File: config.mk
export PLATFORM = sky130hd
export DESIGN_NAME = uart_chan_status
export DESIGN_NICKNAME = d
export VERILOG_FILES = /design/src/rtl/chan_stat_pkg.sv /design/src/rtl/line_sync.sv /design/src/rtl/edge_latch.sv /design/src/rtl/uart_chan_status.sv
export SDC_FILE = /design/constraint.sdc
export NUM_CORES = 1
export LEC_CHECK = 0
export BUFFER_PORTS_ARGS = -buffer_cell sky130_fd_sc_hd__buf_2
export CORE_ASPECT_RATIO = 1.1
export CORE_MARGIN = 2
export CORE_UTILIZATION = 34
export CTS_BUF_LIST = sky130_fd_sc_hd__clkbuf_16
export CTS_CLUSTER_DIAMETER = 40
export CTS_CLUSTER_SIZE = 30
export DETAILED_ROUTE_END_ITERATION = 12
export PLACE_DENSITY_LB_ADDON = 0.2
export SLEW_MARGIN = 25
export SYNTH_ARGS = -nofsm -noshare
export SYNTH_HDL_FRONTEND = slang
export SYNTH_SLANG_ARGS = --single-unit
File: constraint.sdc
create_clock -name clk -period 1.1 [get_ports clk]
set_input_delay 0.165 -clock clk [delete_from_list [all_inputs] [get_ports clk]]
set_output_delay 0.165 -clock clk [all_outputs]
set_load 0.005 [all_outputs]
File: src/rtl/chan_stat_pkg.sv
package chan_stat_pkg;

   localparam int unsigned STAT_W   = 32;
   localparam int unsigned N_LINES  = 4;

   // status word positions (software decodes these)
   localparam int unsigned POS_RXRDY   = 0;
   localparam int unsigned POS_OVR     = 13;
   localparam int unsigned POS_TXE     = 25;

   typedef enum logic [1:0] {
      LN_DCD = 2'd0,
      LN_DSR = 2'd1,
      LN_CTS = 2'd2,
      LN_RI  = 2'd3
   } line_e;

   function automatic int unsigned level_pos(input int unsigned ln);
      case (ln)
         0:       return 3;
         1:       return 4;
         2:       return 5;
         default: return 6;
      endcase
   endfunction

   function automatic int unsigned change_pos(input int unsigned ln);
      case (ln)
         0:       return 18;
         1:       return 16;
         2:       return 17;
         default: return 22;
      endcase
   endfunction

endpackage

File: src/rtl/line_sync.sv
module line_sync #(
   parameter int unsigned WIDTH  = 4,
   parameter int unsigned STAGES = 2
) (
   input  logic             clk,
   input  logic             rst_n,
   input  logic [WIDTH-1:0] din,
   output logic [WIDTH-1:0] dout
);

   if (STAGES < 2) begin : g_bad_stages
      $error("line_sync: STAGES must be at least 2");
   end
   if (WIDTH < 1) begin : g_bad_width
      $error("line_sync: WIDTH must be at least 1");
   end

   logic [WIDTH-1:0] chain [STAGES];

   always_ff @(posedge clk or negedge rst_n) begin
      if (!rst_n) begin
         for (int i = 0; i < int'(STAGES); i++) chain[i] <= '0;
      end else begin
         chain[0] <= din;
         for (int i = 1; i < int'(STAGES); i++) chain[i] <= chain[i-1];
      end
   end

   assign dout = chain[STAGES-1];

   // last stage is the previous stage delayed by one edge
   p_sync_step_r2: assert property (@(posedge clk) disable iff (!rst_n)
      dout == $past(chain[STAGES-2]));

endmodule

File: src/rtl/edge_latch.sv
module edge_latch #(
   parameter int unsigned WIDTH = 4
) (
   input  logic             clk,
   input  logic             rst_n,
   input  logic [WIDTH-1:0] lvl,
   input  logic [WIDTH-1:0] clr,
   output logic [WIDTH-1:0] chg
);

   if (WIDTH < 1) begin : g_bad_width
      $error("edge_latch: WIDTH must be at least 1");
   end

   logic [WIDTH-1:0] prev_q;
   logic [WIDTH-1:0] edge_det;

   assign edge_det = lvl ^ prev_q;

   always_ff @(posedge clk or negedge rst_n) begin
      if (!rst_n) begin
         prev_q <= '0;
         chg    <= '0;
      end else begin
         prev_q <= lvl;
         chg    <= (chg & ~clr) | edge_det;
      end
   end

   for (genvar g = 0; g < int'(WIDTH); g++) begin : g_chk
      // a detected edge always leaves the flag set
      p_set_on_edge_r4: assert property (@(posedge clk) disable iff (!rst_n)
         (lvl[g] != prev_q[g]) |=> chg[g]);
      // a clear with no competing edge drops the flag
      p_w1c_r5: assert property (@(posedge clk) disable iff (!rst_n)
         (clr[g] && (lvl[g] == prev_q[g])) |=> !chg[g]);
      // without a clear a set flag persists
      p_hold_r5: assert property (@(posedge clk) disable iff (!rst_n)
         (chg[g] && !clr[g]) |=> chg[g]);
      // edge and clear together keep the flag
      p_edge_beats_clr_r7: assert property (@(posedge clk) disable iff (!rst_n)
         (clr[g] && (lvl[g] != prev_q[g])) |=> chg[g]);
   end

endmodule

File: src/rtl/uart_chan_status.sv
module uart_chan_status
   import chan_stat_pkg::*;
#(
   parameter int unsigned SYNC_STAGES   = 2,
   parameter int unsigned WORD_W        = STAT_W,
   parameter bit          LATCH_OVERRUN = 1'b1
) (
   input  logic              clk,
   input  logic              rst_n,
   input  logic [3:0]        modem_in,
   input  logic              rx_ready,
   input  logic              rx_overrun,
   input  logic              tx_empty,
   input  logic              ms_irq_en,
   input  logic              rx_irq_en,
   input  logic              tx_irq_en,
   input  logic              wr_en,
   input  logic [31:0]       wr_data,
   output logic [31:0]       rd_data,
   output logic              chan_irq
);

   localparam int unsigned NL = N_LINES;

   if (WORD_W != 32) begin : g_bad_word
      $error("uart_chan_status: WORD_W must be 32");
   end

   logic [NL-1:0] lvl_sync;
   logic [NL-1:0] chg;
   logic [NL-1:0] chg_clr;
   logic          ovr_flag;
   logic          ovr_clr;

   line_sync #(.WIDTH(NL), .STAGES(SYNC_STAGES)) u_sync (
      .clk   (clk),
      .rst_n (rst_n),
      .din   (modem_in),
      .dout  (lvl_sync)
   );

   for (genvar g = 0; g < int'(NL); g++) begin : g_clr
      assign chg_clr[g] = wr_en & wr_data[change_pos(g)];
   end

   edge_latch #(.WIDTH(NL)) u_chg (
      .clk   (clk),
      .rst_n (rst_n),
      .lvl   (lvl_sync),
      .clr   (chg_clr),
      .chg   (chg)
   );

   assign ovr_clr = wr_en & wr_data[POS_OVR];

   if (LATCH_OVERRUN) begin : g_ovr_sticky
      logic ovr_q;
      always_ff @(posedge clk or negedge rst_n) begin
         if (!rst_n) ovr_q <= 1'b0;
         else        ovr_q <= (ovr_q & ~ovr_clr) | rx_overrun;
      end
      assign ovr_flag = ovr_q;
      // overrun input always lands in the sticky flag
      p_ovr_set_r8: assert property (@(posedge clk) disable iff (!rst_n)
         rx_overrun |=> rd_data[POS_OVR]);
   end else begin : g_ovr_live
      assign ovr_flag = rx_overrun;
   end

   always_comb begin
      rd_data = '0;
      rd_data[POS_RXRDY] = rx_ready;
      rd_data[POS_TXE]   = tx_empty;
      rd_data[POS_OVR]   = ovr_flag;
      for (int i = 0; i < int'(NL); i++) begin
         rd_data[level_pos(i)]  = lvl_sync[i];
         rd_data[change_pos(i)] = chg[i];
      end
   end

   assign chan_irq = (rx_ready & rx_irq_en)
                   | (tx_empty & tx_irq_en)
                   | ((|chg) & ms_irq_en);

   // enabled receive condition forces a request
   p_irq_rx_r9: assert property (@(posedge clk) disable iff (!rst_n)
      (rd_data[POS_RXRDY] && rx_irq_en) |-> chan_irq);
   // a quiet request implies no enabled pending change
   p_irq_ms_r9: assert property (@(posedge clk) disable iff (!rst_n)
      !chan_irq |-> !(ms_irq_en && (rd_data[22:16] != '0)));

endmodule

==> summary.txt <==
Crit. End Element = output pin
Final ANT Viol Nets = 0
Drt drc = 0
Vias in the first global route = 395
Worst path top cell family by delay = flip-flops
Failing checks = negative setup slack
Setup-failing EPs final = 1
Die footprint = 2600 um2
Critical Path Source = u_chg.chg[1]
Worst reg-to-reg setup slack = 280 ps
Vias = 468
Hold Crit Class = in -> reg
Final Cycle Share = 1.22
Worst endpoint required time = 940 ps
Final Net Count = 139
Syn Inst Count = 63
DR iter-0 viols = 1
Hold Violations, Final = 0
CP endpoint = chan_irq
Worst Setup Start Kind = flip-flop
DP Area = 820 um2
Initial antenna violation count = 0
Seq cells post-synth = 17
I/O Buffers = 29
Max IR drop VDD = 0.000953 V
Crit-path max cell delay = 380 ps
Synthesized area = 752 um2
Layout cells sized above 1 = 0.409
Worst-case clock skew = 1.05 ps
Clock root cell = clkbuf_16
Worst-path cell chain = o41ai_2 > nand2_1 > buf_2
Diode count = 0
Max-cap check violation count = 0
Clock transition at path regs = 50 ps
CTS H-tree depth = 1
Die height = 53.3 um
I/O pin total = 78
Final HPWL DP = 856 um
Clk_lat worst skew = 240 ps
P&R area growth vs syn = 22.8%
Initial Util = 0.368
RSZ-0062 raised after global routing = true
Post-Route WL = 1.11 mm
Status = finished, violations left
CTS buffer count = 3
Synth warnings = 0
CP Depth = 3
Grt ovf = 0
Area of the core = 2040 um2
Chip Width = 48.8 um
Setup_tns = -245 ps
Leakage = 0.000487 uW
FMAX = 0.743 GHz
GRT Total Usage = 0.0920
Design Area, Final = 923 um2
Worst path bufs/invs = 1
Clock Sink Count = 17
Final setup margin = -245 ps
First-pass GRT wire length = 1.72 mm
Syn Area/Cell = 11.9 um2
Row cnt = 17
Reg2reg path depth = 2
Post-synth cell types = 9
TritonCTS clock tree = yes
Largest net degree at the start of global routing = 18
Crit-path slowest cell = dfrtp_1
Crit path time final = 1350 ps
Pwr Density = 1680 nW/um2
Worst r2r src = u_sync.dout[1]
Clock Path Buffers = 2
CP max FO = 2
Tightest hold margin = 23.2 ps
Slew Limit Fails = 0
Setup Crit Path Kind = reg -> out
GP Congestion = 0.652
Critical Path AT = 1180 ps
Sequential share of the synthesized area = 0.566
Fin util = 0.452
Post-DR vias/cell = 3.87
R2R Path End = u_chg.chg[1]
Routed WL per cell = 9.16 um
TritonRoute pass-1 iters = 2
layer usage:
metal | vias to the layer above | wire (um) | track usage
met5 | - | 0 | 0
met4 | 0 | 6 | 0.0714
met3 | 2 | 137 | 0.0339
met2 | 37 | 526 | 0.155
met1 | 219 | 438 | 0.0940
li1 | 210 | - | -
cells in the mapped netlist (all sizes together):
master / n / area share
o41ai: 1 / 0.012
a22oi: 1 / 0.010
conb: 1 / 0.0050
buf: 28 / 0.28
a21o: 5 / 0.052
xor2: 4 / 0.047
dfrtp: 17 / 0.57
nand2: 6 / 0.030
layout by cell type (no fill, tap or decap), drive strengths merged:
master       Yosys  layout
xor2             4       4
a21o             5       5
clkbuf           0       3
buf             28      33
dlygate4sd3      0       1
a22oi            1       1
inv              0       1
o41ai            1       1
nand2            6       6
dfrtp           17      17
conb             1      21
sequential cells by signal, indices dropped and copies added, names as in the netlist:
name                count
u_chg.chg               4
u_chg.prev_q            4
u_sync.chain            4
u_sync.dout             4
g_ovr_sticky.ovr_q      1
through the flow:
step	std cells	total power (uW)	setup WS, ps
finish	121	1550	-245
global route	121	1630	-284
CTS	121	1570	-245
detailed placement	115	846	6.77
global placement	115	841	1.23
floorplan	83	820	123
cell type report:
cell class                      instances  area (um2)
Fill cell                             209        1120
Sequential cell                        17         425
Multi-Input combinational cell         38         199
Tap cell                               28        35.0
Clock inverter                          1        3.75
Clock buffer                            3        75.1
Timing Repair Buffer                   34         185
worst min-delay path by stage:
stage / start / cells after the start / end / slack, ps
2_1_floorplan: rst_n / 0 / g_ovr_sticky.ovr_q / -130
3_3_place_gp: rst_n / 1 / u_sync.chain[7] / 100
3_5_place_dp: rst_n / 1 / u_sync.chain[7] / 110
4_1_cts: modem_in[0] / 1 / u_sync.chain[4] / 20
5_1_grt: modem_in[0] / 1 / u_sync.chain[4] / 20
6_report: modem_in[0] / 1 / u_sync.chain[4] / 20
cells by family (layout without fill, tap and decap cells):
group	after synthesis	after routing	synth area share
buf+inv	28	38	0.280
flops	17	17	0.566
simple gates	6	6	0.0299
xor+xnor	4	4	0.0466
other cells	1	21	0.00499
compound gates	7	7	0.0732
timing repair:
item	CTS	global route
hold endpoints to repair	17	0
pin swaps	2	1
buffers inserted	1	0
hold buffers	1	0
gates resized for setup	1	0
endpoints found under the setup margin	1	1
report_power, final:
part / switching [uW] / leakage, uW / internal [uW] / total, uW
Sequential: 23.1 / 0.000190 / 666 / 689
Clock: 222 / 0.0000423 / 482 / 703
Combinational: 72.5 / 0.000255 / 82.2 / 155
Total: 317 / 0.000487 / 1230 / 1550
Note: power is estimated with default switching activity, not from simulation.
